### src/rtl/mdio_pkg.sv
// Package: shared constants and field-length helpers for the management
// frame master. Assumes clause-22 framing with a fixed two-bit start code.
package mdio_pkg;

    localparam logic [1:0] ST_CODE = 2'b01;
    localparam logic [1:0] OPC_WR  = 2'b01;
    localparam logic [1:0] OPC_RD  = 2'b10;
    localparam logic [1:0] TA_WR   = 2'b10;

    // Bits before the turnaround: preamble, start, opcode, two addresses
    function automatic int head_bits(input int pre, input int pa, input int ra);
        return pre + 4 + pa + ra;
    endfunction

    // Total mdc pulses of a write frame (driven part plus one release)
    function automatic int wr_bits(input int pre, input int pa, input int ra, input int dw);
        return head_bits(pre, pa, ra) + 2 + dw + 1;
    endfunction

    // Total mdc pulses of a read frame (turnaround, data, trailing release)
    function automatic int rd_bits(input int pre, input int pa, input int ra, input int dw);
        return head_bits(pre, pa, ra) + 1 + dw + 1;
    endfunction

endpackage

### src/rtl/mdio_mdc_gen.sv
// Module: management clock generator. While run is high it divides clk by
// CLK_DIV, low phase first, and flags the first and last system cycle of
// every bit period. Assumes CLK_DIV >= 4. mdc is low whenever run is low.
module mdio_mdc_gen #(
    parameter int CLK_DIV = 102
) (
    input  logic clk,
    input  logic rst_n,
    input  logic run,
    output logic mdc,
    output logic bit_first,
    output logic bit_last
);
    localparam int CW = $clog2(CLK_DIV);
    localparam int HALF = CLK_DIV / 2;
    localparam logic [CW-1:0] LAST = CW'(CLK_DIV - 1);
    localparam logic [CW:0] HALF_V = (CW+1)'(HALF);

    logic [CW-1:0] cnt;
    logic [CW:0]   cnt_inc;

    assign cnt_inc   = {1'b0, cnt} + 1'b1;
    assign bit_first = run && (cnt == '0);
    assign bit_last  = run && (cnt == LAST);

    // Divider counter and registered clock level for the next count value
    always_ff @(posedge clk) begin
        if (!rst_n || !run) begin
            cnt <= '0;
            mdc <= 1'b0;
        end else begin
            cnt <= (cnt == LAST) ? '0 : cnt_inc[CW-1:0];
            mdc <= (cnt != LAST) && (cnt_inc >= HALF_V);
        end
    end
endmodule

### src/rtl/mdio_frame_ctl.sv
// Module: frame sequencer. Accepts a start while idle, loads the complete
// outgoing bit pattern into a shift register, advances one bit per mdc
// period and decides when the line is driven. Assumes bit_last comes from
// the clock generator running off this module's busy.
module mdio_frame_ctl
    import mdio_pkg::*;
#(
    parameter int PRE_BITS = 32,
    parameter int PHY_AW   = 5,
    parameter int REG_AW   = 5,
    parameter int DATA_W   = 16
) (
    input  logic              clk,
    input  logic              rst_n,
    input  logic              start,
    input  logic              rd_sel,
    input  logic [PHY_AW-1:0] phy_addr,
    input  logic [REG_AW-1:0] reg_addr,
    input  logic [DATA_W-1:0] wdata,
    input  logic              bit_last,
    output logic              busy,
    output logic              is_rd,
    output logic [$clog2(wr_bits(PRE_BITS, PHY_AW, REG_AW, DATA_W)+1)-1:0] idx,
    output logic              frame_end,
    output logic              mdio_o,
    output logic              mdio_oe
);
    localparam int HEAD = head_bits(PRE_BITS, PHY_AW, REG_AW);
    localparam int TX_W = HEAD + 2 + DATA_W;
    localparam int WR_N = wr_bits(PRE_BITS, PHY_AW, REG_AW, DATA_W);
    localparam int RD_N = rd_bits(PRE_BITS, PHY_AW, REG_AW, DATA_W);
    localparam int IW   = $clog2(WR_N + 1);
    localparam logic [IW-1:0] WR_LAST = IW'(WR_N - 1);
    localparam logic [IW-1:0] RD_LAST = IW'(RD_N - 1);
    localparam logic [IW-1:0] WR_DRV  = IW'(TX_W);
    localparam logic [IW-1:0] RD_DRV  = IW'(HEAD);

    logic [TX_W-1:0] tx_sr;
    logic            drive;

    assign frame_end = busy && bit_last && (idx == (is_rd ? RD_LAST : WR_LAST));
    assign drive     = busy && (idx < (is_rd ? RD_DRV : WR_DRV));
    assign mdio_oe   = drive;
    assign mdio_o    = drive && tx_sr[TX_W-1];

    // Accept a request when idle, then step through the frame one bit per mdc period
    always_ff @(posedge clk) begin
        if (!rst_n) begin
            busy  <= 1'b0;
            is_rd <= 1'b0;
            idx   <= '0;
            tx_sr <= '0;
        end else if (!busy) begin
            if (start) begin
                busy  <= 1'b1;
                is_rd <= rd_sel;
                idx   <= '0;
                tx_sr <= {{PRE_BITS{1'b1}}, ST_CODE, (rd_sel ? OPC_RD : OPC_WR),
                          phy_addr, reg_addr, TA_WR, wdata};
            end
        end else if (bit_last) begin
            if (frame_end) begin
                busy <= 1'b0;
            end else begin
                idx   <= idx + 1'b1;
                tx_sr <= {tx_sr[TX_W-2:0], 1'b0};
            end
        end
    end
endmodule

### src/rtl/mdio_rd_capture.sv
// Module: read-data capture. Samples the line in the first system cycle of
// the bit period after each read data bit (just past the falling mdc edge),
// shifts MSB first, and publishes the word with a one-cycle done pulse.
// Assumes idx counts bit periods from zero as in the frame sequencer.
module mdio_rd_capture
    import mdio_pkg::*;
#(
    parameter int PRE_BITS = 32,
    parameter int PHY_AW   = 5,
    parameter int REG_AW   = 5,
    parameter int DATA_W   = 16
) (
    input  logic              clk,
    input  logic              rst_n,
    input  logic              busy,
    input  logic              is_rd,
    input  logic              bit_first,
    input  logic [$clog2(wr_bits(PRE_BITS, PHY_AW, REG_AW, DATA_W)+1)-1:0] idx,
    input  logic              frame_end,
    input  logic              mdio_i,
    output logic [DATA_W-1:0] rdata,
    output logic              done
);
    localparam int HEAD = head_bits(PRE_BITS, PHY_AW, REG_AW);
    localparam int IW   = $clog2(wr_bits(PRE_BITS, PHY_AW, REG_AW, DATA_W) + 1);
    localparam logic [IW-1:0] CAP_LO = IW'(HEAD + 2);
    localparam logic [IW-1:0] CAP_HI = IW'(HEAD + 1 + DATA_W);

    logic [DATA_W-1:0] rx_sr;
    logic              cap;

    assign cap = busy && is_rd && bit_first && (idx >= CAP_LO) && (idx <= CAP_HI);

    // Shift in one answer bit per data period of a read
    always_ff @(posedge clk) begin
        if (!rst_n) begin
            rx_sr <= '0;
        end else if (cap) begin
            rx_sr <= {rx_sr[DATA_W-2:0], mdio_i};
        end
    end

    // Publish the word and pulse done when the frame's last period ends
    always_ff @(posedge clk) begin
        if (!rst_n) begin
            rdata <= '0;
            done  <= 1'b0;
        end else begin
            done <= frame_end;
            if (frame_end && is_rd) begin
                rdata <= rx_sr;
            end
        end
    end
endmodule

### src/rtl/mdio_master.sv
// Module: top of the management frame master. Ties the clock generator,
// frame sequencer and read capture together. Assumes the host holds its
// request fields valid in the cycle start is high; start while busy is dropped.
module mdio_master #(
    parameter int CLK_DIV  = 102,
    parameter int PRE_BITS = 32,
    parameter int PHY_AW   = 5,
    parameter int REG_AW   = 5,
    parameter int DATA_W   = 16
) (
    input  logic              clk,
    input  logic              rst_n,
    input  logic              start,
    input  logic              rd_sel,
    input  logic [PHY_AW-1:0] phy_addr,
    input  logic [REG_AW-1:0] reg_addr,
    input  logic [DATA_W-1:0] wdata,
    output logic [DATA_W-1:0] rdata,
    output logic              busy,
    output logic              done,
    output logic              mdc,
    output logic              mdio_o,
    output logic              mdio_oe,
    input  logic              mdio_i
);
    localparam int IW = $clog2(mdio_pkg::wr_bits(PRE_BITS, PHY_AW, REG_AW, DATA_W) + 1);

    logic          bit_first;
    logic          bit_last;
    logic          is_rd;
    logic          frame_end;
    logic [IW-1:0] idx;

    mdio_mdc_gen #(.CLK_DIV(CLK_DIV)) u_mdc (
        .clk       (clk),
        .rst_n     (rst_n),
        .run       (busy),
        .mdc       (mdc),
        .bit_first (bit_first),
        .bit_last  (bit_last)
    );

    mdio_frame_ctl #(
        .PRE_BITS (PRE_BITS),
        .PHY_AW   (PHY_AW),
        .REG_AW   (REG_AW),
        .DATA_W   (DATA_W)
    ) u_seq (
        .clk       (clk),
        .rst_n     (rst_n),
        .start     (start),
        .rd_sel    (rd_sel),
        .phy_addr  (phy_addr),
        .reg_addr  (reg_addr),
        .wdata     (wdata),
        .bit_last  (bit_last),
        .busy      (busy),
        .is_rd     (is_rd),
        .idx       (idx),
        .frame_end (frame_end),
        .mdio_o    (mdio_o),
        .mdio_oe   (mdio_oe)
    );

    mdio_rd_capture #(
        .PRE_BITS (PRE_BITS),
        .PHY_AW   (PHY_AW),
        .REG_AW   (REG_AW),
        .DATA_W   (DATA_W)
    ) u_cap (
        .clk       (clk),
        .rst_n     (rst_n),
        .busy      (busy),
        .is_rd     (is_rd),
        .bit_first (bit_first),
        .idx       (idx),
        .frame_end (frame_end),
        .mdio_i    (mdio_i),
        .rdata     (rdata),
        .done      (done)
    );
endmodule

### config.mk
export PLATFORM = sky130hd
export DESIGN_NAME = mdio_master
export DESIGN_NICKNAME = d
export VERILOG_FILES = /design/src/rtl/mdio_pkg.sv /design/src/rtl/mdio_mdc_gen.sv /design/src/rtl/mdio_frame_ctl.sv /design/src/rtl/mdio_rd_capture.sv /design/src/rtl/mdio_master.sv
export SDC_FILE = /design/constraint.sdc
export NUM_CORES = 1
export LEC_CHECK = 0
export CORE_MARGIN = 1.5
export CORE_UTILIZATION = 55
export CTS_CLUSTER_SIZE = 10
export DETAILED_ROUTE_END_ITERATION = 8
export HOLD_SLACK_MARGIN = 0.12
export PLACE_DENSITY = 0.86
export SYNTH_ARGS = -nofsm -noshare
export SYNTH_HDL_FRONTEND = slang
export SYNTH_HIERARCHICAL = 1
export SYNTH_SLANG_ARGS = --single-unit
export TNS_END_PERCENT = 20
### constraint.sdc
create_clock -name clk -period 2.6 [get_ports clk]
set_input_delay 0.39 -clock clk [delete_from_list [all_inputs] [get_ports clk]]
set_output_delay 0.39 -clock clk [all_outputs]
set_load 0.1 [all_outputs]
* Word level (Yosys, flattened, before mapping)
Index checks and enable logic that the tools add are counted.
** Cells by class
- Add/subtract/negate cells :: 2
- Magnitude comparators :: 4
- Equal/unequal tests :: 5
- Mux-type cells :: 15
- Bitwise gates (word level) :: 1
- Reduce and logical (&&, ||, !) cells :: 20
** Operator list (number)
- 2-to-1 mux 64 bit :: 4
- 2-to-1 mux 7 bit :: 6
- logical AND 1 bit :: 12
- adder 7 x 1 -> 8 bit (second input constant) :: 1
- >= comparator 8 x 6 -> 1 bit (second input constant) :: 1
- adder 7 x 1 -> 7 bit (second input constant) :: 1
- equality test 7 bit :: 1
- equality test 7 bit (second input constant) :: 1
- >= comparator 7 x 6 -> 1 bit (second input constant) :: 1
- <= comparator 7 x 6 -> 1 bit (second input constant) :: 1
- logical NOT 7 bit :: 1
- less-than comparator 7 bit :: 1
- != test 7 bit (second input constant) :: 1
- 2-to-1 mux 1 bit :: 4
- AND reduction 3 bit :: 1
- logical NOT 1 bit :: 2
- 2-to-1 mux 2 bit :: 1
- != test 2 x 1 -> 1 bit (second input constant) :: 1
- != test 2 bit (second input constant) :: 1
- AND reduction 2 bit :: 1
- nonzero test 2 bit :: 1
- OR reduction 2 bit :: 1
- logical OR 1 bit :: 1
- inverter 1 bit :: 1
** Word-level totals
- Bits in registers :: 114
- Input port bits :: 31
- Output and inout port bits :: 21
- Logic and storage cells :: 56

* Depth between registers and ports, before layout
Gate-level depths: netlist of the first run.
- Depth after elaboration :: 7
- Mapped depth :: 12
- Gate-level depth less buffers :: 10

* Modules after synthesis
Netlist of the first run, hierarchy kept.
** Modules (own cells, without submodules)
- mdio_frame_ctl :: instances 1, cells an instance 316, area each 3209.3 um^2, seq. area each 1461.4 um^2
- mdio_rd_capture :: instances 1, cells an instance 127, area each 1222.4 um^2, seq. area each 660.6 um^2
- mdio_mdc_gen :: instances 1, cells an instance 53, area each 471.7 um^2, seq. area each 160.2 um^2

* Least setup slack after synthesis of the first run
OpenSTA, ideal clock, no wires.
- Path kind :: reg-to-output
- Start :: reg u_seq.busy
- End :: out mdio_o
- Data arrival time :: 4160 ps
- Required time :: 2210 ps
- Setup slack :: -1950 ps
- Cell stages (with the launch flop) :: 5
- Path buffers :: 2
- Path through :: dfxtp_1 > clkbuf_1 > clkbuf_1 > nand3b_1 > a311oi_1
** On the way
- Longest elaborated chain between the ends :: 2
** RTL lines
- start: declaration :: RTL line mdio_frame_ctl.sv:21 : output logic busy,
- start signal: assignment :: RTL line mdio_frame_ctl.sv:49 : busy <= 1'b0;
- start signal: assignment :: RTL line mdio_frame_ctl.sv:55 : busy <= 1'b1;
- start signal: assignment :: RTL line mdio_frame_ctl.sv:63 : busy <= 1'b0;
- logical AND 1 bit :: RTL line mdio_frame_ctl.sv:42 : assign drive = busy && (idx < (is_rd ? RD_DRV : WR_DRV));
- logical AND 1 bit :: RTL line mdio_frame_ctl.sv:44 : assign mdio_o = drive && tx_sr[TX_W-1];
- end: declaration :: RTL line mdio_master.sv:22 : output logic mdio_o,
No other way between the ends.

* Worst setup path in the final report of the first run
- Start :: reg u_seq.is_rd
- End :: out mdio_o
** On the way
- Longest elaborated chain between the ends :: 4
** RTL lines
- start: declaration :: RTL line mdio_frame_ctl.sv:22 : output logic is_rd,
- start signal: assignment :: RTL line mdio_frame_ctl.sv:56 : is_rd <= rd_sel;
- 2-to-1 mux 7 bit :: RTL line mdio_frame_ctl.sv:42
- less-than comparator 7 bit :: RTL line mdio_frame_ctl.sv:42
- logical AND 1 bit :: RTL line mdio_frame_ctl.sv:42
- logical AND 1 bit :: RTL line mdio_frame_ctl.sv:44
No other way between the ends.

==> results of run 1 <==
[power groups by stage]
stage / clock network, mW / logic (mW) / registers [mW]
after floorplan: 0 / 0.246 / 1.90
after global placement: 0 / 0.327 / 1.90
after detailed placement: 0 / 0.338 / 1.90
after CTS: 2.19 / 0.348 / 1.87
after global routing: 2.26 / 0.382 / 1.88
final: 2.16 / 0.351 / 1.87
[critical path: stages, from the launching register on]
cell	delay (ps)
dfxtp_4	360
inv_2	90
ha_4	200
nor2b_1	120
o21ai_1	170
nand2_2	110
a311oi_4	370
buf_12	220
[per-stage QoR]
stage / cell area (sq um) / total power [mW]
finish: 6000 / 4.38
global route: 6000 / 4.52
CTS: 5980 / 4.40
detailed placement: 5390 / 2.24
global placement: 5390 / 2.23
floorplan: 4940 / 2.15
[cell families after synthesis]
| group | share of synthesized area (%) |
|---|---|
| AO/OA/AOI/OAI | 18.2 |
| multiplexers | 8.98 |
| flip-flops | 46.5 |
| adder cells (fa/ha/maj) | 2.55 |
| XOR/XNOR | 0.893 |
| AND/OR/NAND/NOR | 16.8 |
| buffers and inverters | 5.95 |
[area by class of cell]
class | instances | area [sq um] | area share (%)
sequential | 114 | 2290 | 38.2
timing repair buffer | 63 | 599 | 9.99
clock inverter | 13 | 128 | 2.13
tap | 108 | 135 | 2.25
multi-input combinational | 335 | 2390 | 39.8
inverter | 7 | 26.3 | 0.438
clock buffer | 19 | 432 | 7.19
[what timing repair did]
item / 4_1_cts / 5_1_grt
resized for setup: 3 / 4
setup buffers: 3 / 1
pin swaps: 2 / 5
setup endpoints to repair: 2 / 2
endpoints found under the hold margin: 0 / 0
[registers in the layout (all words and copies together) (netlist names)]
register and count:
u_cap/rdata 16, u_cap/rx_sr 16, u_seq/tx_sr 64, u_seq/is_rd 1
u_mdc/mdc 1, u_seq/busy 1, u_seq/idx 7, u_cap/done 1
u_mdc/cnt 7
[layout by cell type (no fill, tap or decap), types with 3 or more instances in the layout]
master and instances:
nor2_1 11, inv_6 3, inv_1 6, o221a_2 16, o21ai_0 11, nand2b_1 29
and2_1 5, clkinvlp_4 4, clkinv_4 4, mux2i_1 44, or3_1 5, buf_4 29
xnor2_1 3, a21boi_0 16, clkdlybuf4s50_1 29, clkbuf_16 16, o211ai_1 29, dfxtp_1 111
nand3_1 6, nand2_1 95, nand4_1 5, a21oi_1 5, buf_12 4, o221a_1 18
ha_1 9
[final timing paths]
check	endpoint	from	cells past startpoint
min	u_seq/tx_sr[28]	rst_n	3
min reg2reg	u_seq/tx_sr[1]	u_seq/tx_sr[1]	2
max	mdio_o	u_seq/is_rd	7
max reg2reg	u_cap/rdata[15]	u_mdc/cnt[1]	10
[routing by layer]
layer  up-vias  GRT usage [%]  part of all wire, %  routed length, microns
li1       1855              -                    -                       -
met5         -              0                    0                       0
met3        18           5.83                  4.4                     421
met2        80           35.3                   50                    4840
met4         0           11.0                  2.0                     194
met1      1784           24.0                   43                    4150
==> results.sh, run 1 <==
export IMPL_status="completed"
export IMPL_antennaDiodeCount=0
export IMPL_insertion_delay_ps=520
export IMPL_synth_seq_cells=114
export IMPL_vias_per_cell=5.67
export IMPL_grt_use_total_pct=20.9
export IMPL_hpwl_microns=5630
export IMPL_ant_nets=0
export IMPL_cp_end_kind="output port"
export IMPL_seq_area_frac_synth_pct=46.5
export IMPL_cts_clk_slew_worst_paths_ps=60
export IMPL_crit_required_ps=2210
export IMPL_tns_ps=0
export IMPL_synthTopCellsByCount="dfxtp_1, nand2_1, mux2i_1"
export IMPL_cts_max_level=4
export IMPL_clockPowerShare_pct=49.3
export IMPL_holdBufCountCts=0
export IMPL_wl_microns=9600
export IMPL_die_w_microns=97.4
export IMPL_p_comb_share_pct=8.0
export IMPL_tightest_slew_ps=519
export IMPL_cap_violations=0
export IMPL_routabilityCongestion=0.805
export IMPL_worstPathArrival_ps=2150
export IMPL_avgSynthCellArea_sq_um=9.89
export IMPL_period_share_pct=97.6
export IMPL_root_buffer="clkbuf_8"
export IMPL_drt_iter0_drc=181
export IMPL_num_nets_final=579
export IMPL_ys_types=45
export IMPL_worst_slack_ps=62.3
export IMPL_yosys_most_used_dff="dfxtp_1"
export IMPL_synth_edf_count=0
export IMPL_p_int_mw=3.30
export IMPL_fmax_mhz=394
export IMPL_antenna_found_initial=0
export IMPL_stdcell_count=659
export IMPL_die_h_microns=97.4
export IMPL_placed_cells=623
export IMPL_power_frac_seq_pct=42.7
export IMPL_hp_class="input pin to flip-flop"
export IMPL_fillers=604
export IMPL_holdWs_ps=355
export IMPL_relSlewSlack_pct=65.3
export IMPL_vias=3737
export IMPL_finalSetupViolCount=0
export IMPL_final_max_slew_viol_count=0
export IMPL_hold_viol=0
export IMPL_num_rows=34
export IMPL_swShare_pct=24.5
export IMPL_place_ws_ps=241
export IMPL_drc_errors=0
export IMPL_power_density_mw_per_mm2=729
export IMPL_final_util_pct=69.1
export IMPL_core_area_sq_mm=0.00868
export IMPL_rrSetupSlack_ps=240
export IMPL_crit_fanout=5
export IMPL_grt_pass1_wl_microns=16000
export IMPL_skew_ps=11.8
export IMPL_power_switching_mw=1.07
export IMPL_drive_gt1_share_pct=18.0
export IMPL_cts_made_buffers=17
export IMPL_synth_warning_count=6
export IMPL_port_buffers=51
export IMPL_async_reset_ff_share_pct=0
export IMPL_syn2layout_area_growth_pct=22.4
export IMPL_vdd_drop_max_mv=0.525
export IMPL_firstDrtPassIters=5
export IMPL_clockBufferDepth=2
export IMPL_grt_pass1_vias=3585
export IMPL_grt_max_degree=65
export IMPL_synthCells=496
export IMPL_synth_top_area_share_pct=46.5
export IMPL_cts_tree="yes"
export IMPL_leakage_nw=2.17
export IMPL_layout_min_cycle_time_ps=2540
export IMPL_ioPinCount=52
export IMPL_yosys_cell_count_top_type="dfxtp_1"
export IMPL_clkSinkCount=114
export IMPL_syn_num_nets=537
export IMPL_crit_type="flip-flop to output port"
export IMPL_initial_core_util_pct=56.5
export IMPL_avgRoutedWirePerCell_microns=14.6
export IMPL_overflow=0
export IMPL_yosysTopAreaCell="dfxtp_1"
export IMPL_start_kind="flip-flop"
export IMPL_synth_cell_area_sq_mm=0.00490
export IMPL_synth_area_top_cells="dfxtp_1, mux2i_1, nand2_1"
export IMPL_die_area_sq_mm=0.00949
Note: power is estimated with default switching activity, not from simulation.
==> run 2, diff against run 1 <==
--- a/config.mk
+++ b/config.mk
@@ -5,12 +5,12 @@
 export SDC_FILE = /design/constraint.sdc
 export NUM_CORES = 1
 export LEC_CHECK = 0
-export CORE_MARGIN = 1.5
-export CORE_UTILIZATION = 55
+export CORE_MARGIN = 5
+export CORE_UTILIZATION = 40
 export CTS_CLUSTER_SIZE = 10
 export DETAILED_ROUTE_END_ITERATION = 8
 export HOLD_SLACK_MARGIN = 0.12
-export PLACE_DENSITY = 0.86
+export PLACE_DENSITY = 0.68
 export SYNTH_ARGS = -nofsm -noshare
 export SYNTH_HDL_FRONTEND = slang
 export SYNTH_HIERARCHICAL = 1
==> results.sh, run 2 (synthesized netlist as in run 1, its figures left out) <==
export IMPL_status="completed"
export IMPL_grt_use_total_pct=13.3
export IMPL_critPathMaxStageDelay_ps=390
export IMPL_grt_pass1_vias=3534
export IMPL_num_nets_final=575
export IMPL_antenna_found_initial=0
export IMPL_final_util_pct=50.4
export IMPL_syn2layout_area_growth_pct=23.4
export IMPL_crit_fanout=7
export IMPL_vias=3635
export IMPL_cts_clk_slew_worst_paths_ps=60
export IMPL_design_area_sq_mm=0.00605
export IMPL_final_cell_mix="dfxtp_1, nand2_1, mux2i_1"
export IMPL_cap_violations=0
export IMPL_cp_num_buf_inv=2
export IMPL_tightest_slew_ps=538
export IMPL_drive_gt1_share_pct=17.4
export IMPL_hp_class="input pin to flip-flop"
export IMPL_grt_pass1_wl_microns=15900
export IMPL_die_w_microns=121
export IMPL_largest_register_ffs=64
export IMPL_overflow=0
export IMPL_layout_min_cycle_time_ps=2470
export IMPL_firstDrtPassIters=4
export IMPL_skew_ps=6.95
export IMPL_crit_family="adder cells"
export IMPL_die_h_microns=121
export IMPL_hold_viol=0
export IMPL_top_regs="u_seq/tx_sr x64, u_cap/rdata x16, u_cap/rx_sr x16"
export IMPL_cts_max_level=4
export IMPL_vdd_drop_max_mv=0.362
export IMPL_holdWs_ps=410
export IMPL_insertion_delay_ps=410
export IMPL_final_common_cell="dfxtp_1"
export IMPL_grt_max_degree=99
export IMPL_root_buffer="clkbuf_16"
export IMPL_initial_core_util_pct=40.8
export IMPL_core_area_sq_mm=0.0120
export IMPL_antennaDiodeCount=0
export IMPL_cts_made_buffers=17
export IMPL_power_switching_mw=1.07
export IMPL_rsz0062_at_grt="no"
export IMPL_p_int_mw=3.44
export IMPL_cts_tree="yes"
export IMPL_clkSinkCount=114
export IMPL_reg2reg_depth=8
export IMPL_place_area_sq_mm=0.00543
export IMPL_die_area_sq_mm=0.0146
export IMPL_cp_cell_sequence="buf_4, ha_1, nand2_1, nand3b_1, a311oi_4, buf_12"
export IMPL_num_rows=40
export IMPL_hpwl_microns=5480
export IMPL_crit_slowest_cell="ha_1"
export IMPL_ant_nets=0
export IMPL_avgRoutedWirePerCell_microns=13.1
export IMPL_finalSetupViolCount=0
export IMPL_leakage_nw=2.16
export IMPL_p_comb_share_pct=7.6
export IMPL_start_kind="flip-flop"
export IMPL_power_frac_seq_pct=41.4
export IMPL_final_max_slew_viol_count=0
export IMPL_worstPathArrival_ps=2080
export IMPL_relSlewSlack_pct=64.1
export IMPL_tns_ps=0
export IMPL_cp_end_kind="output port"
export IMPL_drc_errors=0
export IMPL_crit_required_ps=2210
export IMPL_vias_per_cell=5.24
export IMPL_routabilityCongestion=0.800
export IMPL_ioPinCount=52
export IMPL_largest_register="u_seq/tx_sr"
export IMPL_port_buffers=51
export IMPL_power_density_mw_per_mm2=746
export IMPL_clockPowerShare_pct=51.1
export IMPL_fmax_mhz=406
export IMPL_drt_iter0_drc=249
export IMPL_wl_microns=9070
export IMPL_clockBufferDepth=2
export IMPL_crit_cells=6
export IMPL_period_share_pct=94.8
export IMPL_hold_depth=2
export IMPL_swShare_pct=23.7
export IMPL_crit_type="flip-flop to output port"
run 2: timing repair:
action | CTS | global route
endpoints found under the setup margin | 1 | 1
pin swaps | 2 | 3
hold buffers | 0 | 0
resized for setup | 1 | 4
buffers inserted | 0 | 1
run 2: power groups by stage:
| stage | clock network, mW | registers [mW] | logic, mW |
|---|---|---|---|
| after floorplan | 0 | 1.90 | 0.246 |
| after global placement | 0 | 1.90 | 0.332 |
| after detailed placement | 0 | 1.90 | 0.340 |
| after CTS | 2.35 | 1.87 | 0.341 |
| after global routing | 2.44 | 1.88 | 0.377 |
| final | 2.30 | 1.87 | 0.342 |
run 2: cell type report:
cell class,count,area [sq um]
Sequential cell,114,2290
Tap cell,147,184
Inverter,7,26.3
Clock inverter,14,156
Fill cell,1109,5960
Timing Repair Buffer,59,566
Multi-Input combinational cell,335,2390
Clock buffer,18,439
run 2: worst paths after layout:
kind	endpoint	slack, ps	startpoint
worst min register to register	u_cap/rdata[7]	450	u_cap/rdata[7]
worst max-delay path	mdio_o	130	u_seq/is_rd
worst max register to register	u_seq/tx_sr[17]	220	u_seq/is_rd
worst min-delay path	u_cap/rdata[3]	410	rst_n
run 2: per-stage QoR:
step           setup WS (ps)  power, mW  std cells
2_1_floorplan           65.8       2.15        496
3_3_place_gp             397       2.23        661
3_5_place_dp             260       2.24        661
4_1_cts                 32.0       4.56        693
5_1_grt                 8.55       4.69        694
6_report                 134       4.51        694
run 2: routing by layer:
metal	up-vias	GRT usage (%)	routed length, microns
met1	1709	16.9	4460
met5	-	0	0
met3	11	4.63	441
met2	76	20.4	4040
li1	1839	-	-
met4	0	5.74	131
